## src/rtl/pwmd_pkg.sv

```systemverilog
package pwmd_pkg;
  parameter int DUTY_W   = 14;
  parameter int LONG_BW  = 8;
  parameter int SHORT_BW = 6;

  typedef struct packed {
    logic              long_mode;
    logic              invert;
    logic [DUTY_W-1:0] duty;
  } pwmd_cfg_t;
endpackage

```

## src/rtl/pwmd_counter.sv

```systemverilog
module pwmd_counter #(
  parameter int W = 14
) (
  input  logic         clk,
  input  logic         rst_n,
  input  logic         enable,
  input  logic         tick,
  output logic [W-1:0] cnt,
  output logic         wrap
);
  localparam logic [W-1:0] LAST = '1;

  assign wrap = enable && tick && (cnt == LAST);

  always_ff @(posedge clk or negedge rst_n) begin
    if (!rst_n)       cnt <= '0;
    else if (!enable) cnt <= '0;
    else if (tick)    cnt <= cnt + 1'b1;
  end
endmodule

```

## src/rtl/pwmd_shadow.sv

```systemverilog
module pwmd_shadow
  import pwmd_pkg::*;
(
  input  logic      clk,
  input  logic      rst_n,
  input  logic      enable,
  input  logic      wr,
  input  pwmd_cfg_t wr_cfg,
  input  logic      wrap,
  output pwmd_cfg_t pend,
  output pwmd_cfg_t act
);
  always_ff @(posedge clk or negedge rst_n) begin
    if (!rst_n) begin
      pend <= '0;
      act  <= '0;
    end else begin
      if (wr)              pend <= wr_cfg;
      if (!enable || wrap) act  <= pend;
    end
  end
endmodule

```

## src/rtl/pwmd_slice.sv

```systemverilog
module pwmd_slice #(
  parameter int DW = 14,
  parameter int BW = 8
) (
  input  logic [DW-1:0] cnt,
  input  logic [DW-1:0] duty,
  output logic          high
);
  localparam int KW = DW - BW;

  logic [BW-1:0] pos;
  logic [BW-1:0] width;
  logic [KW-1:0] k_idx;
  logic [KW-1:0] k_rev;
  logic [KW-1:0] low;
  logic          extra;
  logic [BW:0]   span;

  assign pos   = cnt[BW-1:0];
  assign k_idx = cnt[DW-1:BW];
  assign width = duty[DW-1:KW];
  assign low   = duty[KW-1:0];

  for (genvar i = 0; i < KW; i++) begin : g_rev
    assign k_rev[i] = k_idx[KW-1-i];
  end

  // Spread the extra ticks evenly: a base cycle is widened when its
  // reversed index falls below the low field.
  assign extra = (k_rev < low);
  assign span  = {1'b0, width} + {{BW{1'b0}}, extra};
  assign high  = ({1'b0, pos} < span);
endmodule

```

## src/rtl/pwmd_top.sv

```systemverilog
module pwmd_top
  import pwmd_pkg::*;
#(
  parameter int LBW = LONG_BW,
  parameter int SBW = SHORT_BW
) (
  input  logic              clk,
  input  logic              rst_n,
  input  logic              tick_en,
  input  logic              enable,
  input  logic              cfg_valid,
  output logic              cfg_ready,
  input  logic [DUTY_W-1:0] cfg_duty,
  input  logic              cfg_long,
  input  logic              cfg_invert,
  output logic              pwm_out
);
  localparam int NMODE = 2;

  logic [DUTY_W-1:0] cnt_q;
  logic              wrap;
  logic              wr;
  pwmd_cfg_t         wr_cfg;
  pwmd_cfg_t         pend_cfg;
  pwmd_cfg_t         act_cfg;
  logic [NMODE-1:0]  high_vec;
  logic              high;

  assign cfg_ready = 1'b1;
  assign wr        = cfg_valid && cfg_ready;
  assign wr_cfg    = '{long_mode: cfg_long, invert: cfg_invert, duty: cfg_duty};

  pwmd_counter #(.W(DUTY_W)) u_cnt (
    .clk(clk), .rst_n(rst_n), .enable(enable), .tick(tick_en),
    .cnt(cnt_q), .wrap(wrap)
  );

  pwmd_shadow u_shadow (
    .clk(clk), .rst_n(rst_n), .enable(enable), .wr(wr), .wr_cfg(wr_cfg),
    .wrap(wrap), .pend(pend_cfg), .act(act_cfg)
  );

  // Index 0: short base cycle, index 1: long base cycle.
  for (genvar m = 0; m < NMODE; m++) begin : g_mode
    localparam int BW = (m == 0) ? SBW : LBW;
    pwmd_slice #(.DW(DUTY_W), .BW(BW)) u_slice (
      .cnt(cnt_q), .duty(act_cfg.duty), .high(high_vec[m])
    );
  end

  assign high    = high_vec[act_cfg.long_mode];
  assign pwm_out = enable ? (high ^ act_cfg.invert) : act_cfg.invert;
endmodule

```

## config.mk

```make
export PLATFORM = sky130hd
export DESIGN_NAME = pwmd_top
export DESIGN_NICKNAME = d
export VERILOG_FILES = /design/src/rtl/pwmd_pkg.sv /design/src/rtl/pwmd_counter.sv /design/src/rtl/pwmd_shadow.sv /design/src/rtl/pwmd_slice.sv /design/src/rtl/pwmd_top.sv
export SDC_FILE = /design/constraint.sdc
export NUM_CORES = 1
export LEC_CHECK = 0
export BUFFER_PORTS_ARGS = -buffer_cell sky130_fd_sc_hd__buf_2
export CAP_MARGIN = 5
export CORE_MARGIN = 5
export CORE_UTILIZATION = 35
export DETAILED_ROUTE_END_ITERATION = 16
export SKIP_CTS_REPAIR_TIMING = 1
export SKIP_LAST_GASP = 1
export SLEW_MARGIN = 30
export SYNTH_ARGS = -nofsm -noshare
export SYNTH_HDL_FRONTEND = slang
export SYNTH_HIERARCHICAL = 1
export SYNTH_SLANG_ARGS = --single-unit
```

## constraint.sdc

```tcl
create_clock -name clk -period 5.15 [get_ports clk]
set_input_delay 0.7725 -clock clk [delete_from_list [all_inputs] [get_ports clk]]
set_output_delay 0.7725 -clock clk [all_outputs]
set_load 0.01 [all_outputs]
```

* Word-level counts from Yosys, hierarchy flattened *
Cells that the tools add are included.

word-level totals
  bits in registers = 46
  input port bits = 21
  output and inout bits = 2
  logic and storage cells = 27

operators by class
  add/subtract/negate cells = 3
  magnitude comparators = 5
  equality and inequality tests = 2
  muxes and demuxes = 5
  bitwise gates (word level) = 1
  reduce and logical (&&, ||, !) cells = 4

operators by type and width
  cell                   count
  $mux 14                2
  $add 14x1->14 const B  1
  $eq 14x14->1 const B   1
  $add 8x1->9            1
  $lt 8x9->1             1
  $lt 8x8->1             1
  $add 6x1->7            1
  $lt 6x7->1             1
  $lt 6x6->1             1
  $mux 1                 3
  $logic_and 1x1->1      2
  $lt 1x2->1 const B     1
  $ne 2x2->1 const B     1
  $logic_not 1->1        1
  $logic_or 1x1->1       1
  $xor 1x1->1            1

* Logic depth before layout (Yosys ltp) *
  word-level depth = 7
  mapped depth = 18

* Hierarchy *
The synthesis kept the hierarchy.

modules (own cells, without submodules)
  module                           instances  cells an instance  area each (µm²)  seq. area each (µm²)
  pwmd_shadow                      1          69                 1256.2           800.8
  pwmd_counter                     1          76                 754.5            350.3
  pwmd_slice at g_mode[1].u_slice  1          54                 419.2            0.0
  pwmd_slice at g_mode[0].u_slice  1          46                 377.9            0.0
  pwmd_top                         1          5                  35.0             0.0

* Worst setup path before layout *
Ideal clock, no wire load.

  path type = register -> output
  start point = register u_cnt.cnt[9]
  end point = output port pwm_out
  arrival = 3.161 ns
  required time = 4.378 ns
  setup slack = 1.217 ns
  cell stages (with the launch flop) = 16
  cells stage by stage = dfrtp_1 > ha_1 > o211ai_1 > nor3_1 > a211oi_1 > ha_1 > nand4_1 > nor2_1 > xnor2_1 > ha_1 > a211o_1 > a311o_2 > nand3_1 > mux2_1 > nand2_1 > xnor2_1

between the ends
  longest elaborated chain between the ends = 7
  elaborated cells on any way between the ends = 10
  classes of those cells = add/sub (2); order compare (4); mux (3); bitwise (1)

RTL lines
  what                                        RTL line            source
  from (decl)                                 pwmd_counter.sv:8   output logic [W-1:0] cnt,
  from (signal assigned)                      pwmd_counter.sv:18  else if (tick) cnt <= cnt + 1'b1;
  $lt 6x6->1                                  pwmd_slice.sv:30    assign extra = (k_rev < low);
  $add 8x1->9                                 pwmd_slice.sv:31    assign span = {1'b0, width} + {{BW{1'b0}}, extra};
  $lt 8x9->1                                  pwmd_slice.sv:32    assign high = ({1'b0, pos} < span);
  net high_vec[1]                             pwmd_top.sv:26      logic [NMODE-1:0] high_vec;
  $mux 1 (implied by the code) (2 in series)  pwmd_top.sv:51      assign high = high_vec[act_cfg.long_mode];
  $xor 1x1->1                                 pwmd_top.sv:52      assign pwm_out = enable ? (high ^ act_cfg.invert) : act_cfg.invert;
  $mux 1                                      pwmd_top.sv:52
  to (decl)                                   pwmd_top.sv:16      output logic pwm_out

The timed path passes the listed nets, and every way through them passes these cells. The select of a mux whose other input is x is not followed.

* Worst setup path after layout *
  start point = register u_cnt.cnt[12]
  end point = output port pwm_out

The elaborated chain is that of the path after synthesis.

==> flow_metrics.env <==
export IMPL_dp_hpwl_mm=3.783
export IMPL_final_layout_size_suffix_gt1_frac=0.2472
export IMPL_vias=1881
export IMPL_worst_pin_slew_ps=588.2
export IMPL_antenna_found_initial=0
export IMPL_synth_cell_types=45
export IMPL_vias_per_cell=5.043
export IMPL_start_kind="flop"
export IMPL_avgSynthCellArea_um2=11.37
export IMPL_fmax_ghz=0.2179
export IMPL_drv_slew=0
export IMPL_synth_compound_area_share=0.08627
export IMPL_slowest_delay_ps=430
export IMPL_hold_class="input port to asynchronous set/reset pin"
export IMPL_critPathKind="flop to output port"
export IMPL_worst_path_max_delay_cell="dfrtp_1"
export IMPL_power_density_nw_per_um2=294.5
export IMPL_path_clk_slew_ps=90
export IMPL_yosys_area_top_type="dfrtp_1"
export IMPL_p_leak_nw=1.493
export IMPL_cap_violations=0
export IMPL_avgRoutedWirePerCell_um=13.77
export IMPL_std_cell_rows=32
export IMPL_skew_ps=6.641
export IMPL_layout_cells_non_filler=373
export IMPL_final_cell_mix="46 x dfrtp_1, 29 x ha_1, 22 x mux2_2, 20 x buf_2, 18 x inv_1"
export IMPL_worstPathRequired_ps=4380
export IMPL_worstPathCellList="ha_1, a211oi_1, nor3_1, a211oi_1, ha_1, ha_1, nand3_1, nor2_1, xnor2_1, ha_1, a211o_1, a311oi_1, o21ai_0, nand3_1, mux2_1, nand2_1, xnor2_1, buf_2"
export IMPL_r2r_slack_ps=2990
export IMPL_path_max_fanout=5
export IMPL_n_antenna_cell=0
export IMPL_synthSimpleGateAreaFrac=0.1210
export IMPL_ios=23
export IMPL_synthMuxAreaShare=0.1615
export IMPL_syn_nets=300
export IMPL_insertion_delay_ps=300
export IMPL_setup_violations=0
export IMPL_ys_ff_latch=46
export IMPL_async_flop_share=1.000
export IMPL_yosys_area_top_type_share=0.4049
export IMPL_grt_pass1_wl_mm=9.004
export IMPL_nFillCells=769
export IMPL_slew_headroom=0.6070
export IMPL_cts_tree="built"
export IMPL_rsz0062_at_grt="no"
export IMPL_overflow=0
export IMPL_post_route_util=0.4030
export IMPL_min_period_ps=4590
export IMPL_initial_core_util=0.3641
export IMPL_cts_buffers=5
export IMPL_yosys_warnings=6
export IMPL_end_kind="output port"
export IMPL_final_common_cell="dfrtp_1"
export IMPL_core_area_um2=7807
export IMPL_grt_max_degree=47
export IMPL_cts_max_path_buffers=2
export IMPL_synth_xor_area_frac=0.04621
export IMPL_fin_crit_sh=0.8912
export IMPL_yosys_top_cells_area="dfrtp_1 40%, ha_1 13%, mux2_2 8.7%, mux2_4 5.3%, xnor2_1 2.5%"
export IMPL_area_growth_pct=10.70
export IMPL_grtUsageTotal=0.1108
export IMPL_portBuffers=21
export IMPL_die_area_um2=10020
export IMPL_hold_viol_final=0
export IMPL_yosysSeqAreaShare=0.4049
export IMPL_h_tree_depth=2
export IMPL_synthAdderAreaFrac=0.1276
export IMPL_drc=0
export IMPL_die_height_um=100.1
export IMPL_synth_edf_count=0
export IMPL_gp_congestion=0.9499
export IMPL_syn_inst=250
export IMPL_ant_nets=0
export IMPL_root_buffer="clkbuf_8"
export IMPL_crit_top_cell="ha_1"
export IMPL_ir_drop_mv=0.1300
export IMPL_setup_tns_final_ps=0
export IMPL_status="complete, no violations"
export IMPL_die_x_um=100.1
export IMPL_cts_sinks=46
export IMPL_nNetsFinal=320
export IMPL_dp_cells=365
export IMPL_syn_cell_area_um2=2843
export IMPL_drt_initial_drc_count=110
export IMPL_ys_dominant_reg_cell="dfrtp_1"
export IMPL_first_pass_iters=4
export IMPL_drt_wl_total_mm=5.138
export IMPL_synth_top_family_by_area="multiplexers"
export IMPL_arrival_ps=3820
export IMPL_grt_pass1_vias=1893
critical path: cells and delay by family (launching register included):
kind / cells / cell delay [ps]
adders and majority gates: 4 / 950
buffers and inverters: 1 / 140
and+or+nand+nor: 5 / 520
AOI/OAI and AO/OA: 5 / 1140
DFF: 1 / 430
muxes: 1 / 120
xor gates and xnor gates: 2 / 210
logic make-up after synthesis:
| logic type | after synthesis |
|---|---|
| and+or+nand+nor | 59 |
| AOI/OAI and AO/OA | 35 |
| buffers and inverters | 27 |
| muxes | 38 |
| adders and majority gates | 29 |
| xor gates and xnor gates | 15 |
| other | 1 |
| DFF | 46 |
cells in the mapped netlist (2+ instances only):
cell	n
ha_1	29
nand2b_1	6
inv_1	18
xnor2_1	8
a211oi_1	4
o21ai_0	3
buf_4	3
o211ai_1	2
buf_6	2
o31ai_1	4
xor2_1	7
or4_1	5
mux2_2	22
a21oi_1	9
mux2i_1	5
nor2_1	11
mux2_4	10
nor4_1	4
a21o_1	4
dfrtp_1	46
nand4_1	5
nand2_1	11
nand3_1	9
o21ai_1	2
report_power, final:
part           switching, mW  internal, mW  total (mW)
Combinational         0.0753        0.0898       0.165
Clock                  0.126         0.207       0.333
Sequential            0.0347         0.394       0.428
Total                  0.236         0.691       0.927
area by class of cell:
class / count / area [µm²] / share of cell area
Multi-Input combinational cell: 177 / 1546 / 0.4914
Clock inverter: 2 / 60.06 / 0.01909
Timing Repair Buffer: 21 / 107.6 / 0.03419
Clock buffer: 6 / 82.58 / 0.02624
Tap cell: 102 / 127.6 / 0.04056
Inverter: 19 / 71.32 / 0.02266
Sequential cell: 46 / 1151 / 0.3658
final timing paths:
path | from | endpoint | cells past startpoint
hold / removal | rst_n | u_cnt/cnt[4]$_DFFE_PN0P_ | 1
max in group asynchronous | rst_n | u_cnt/cnt[13]$_DFFE_PN0P_ | 1
setup reg to reg | u_cnt/cnt[0]$_DFFE_PN0P_ | u_shadow/act[12]$_DFFE_PN0P_ | 6
hold reg to reg | u_shadow/pend[9]$_DFFE_PN0P_ | u_shadow/act[9]$_DFFE_PN0P_ | 1
min in group clk | u_shadow/pend[9]$_DFFE_PN0P_ | u_shadow/act[9]$_DFFE_PN0P_ | 1
setup / recovery | u_cnt/cnt[12]$_DFFE_PN0P_ | pwm_out | 18
sequential cells by signal, indices dropped and copies added (netlist names):
signal / flops
u_cnt/cnt: 14
u_shadow/pend: 16
u_shadow/act: 16
metrics by stage:
step | cell area (µm²) | setup WS (ps) | power, mW | hold slack [ps]
2_1_floorplan | 2843 | 1217 | 0.5583 | 476.6
3_3_place_gp | 3002 | 971.3 | 0.5967 | 487.8
3_5_place_dp | 3004 | 884.0 | 0.6025 | 492.8
4_1_cts | 3147 | 547.9 | 0.9400 | 492.6
5_1_grt | 3147 | 233.8 | 0.9867 | 513.0
6_report | 3147 | 560.4 | 0.9269 | 464.4
metal layers:
| layer | global-route usage | up-vias | part of all wire |
|---|---|---|---|
| met5 | 0 | - | 0 |
| met4 | 0.03627 | 0 | 0.0070 |
| met3 | 0.02363 | 2 | 0.036 |
| met2 | 0.1728 | 41 | 0.46 |
| met1 | 0.1531 | 895 | 0.49 |
| li1 | - | 943 | - |
Power figures use the tool's default switching activity.
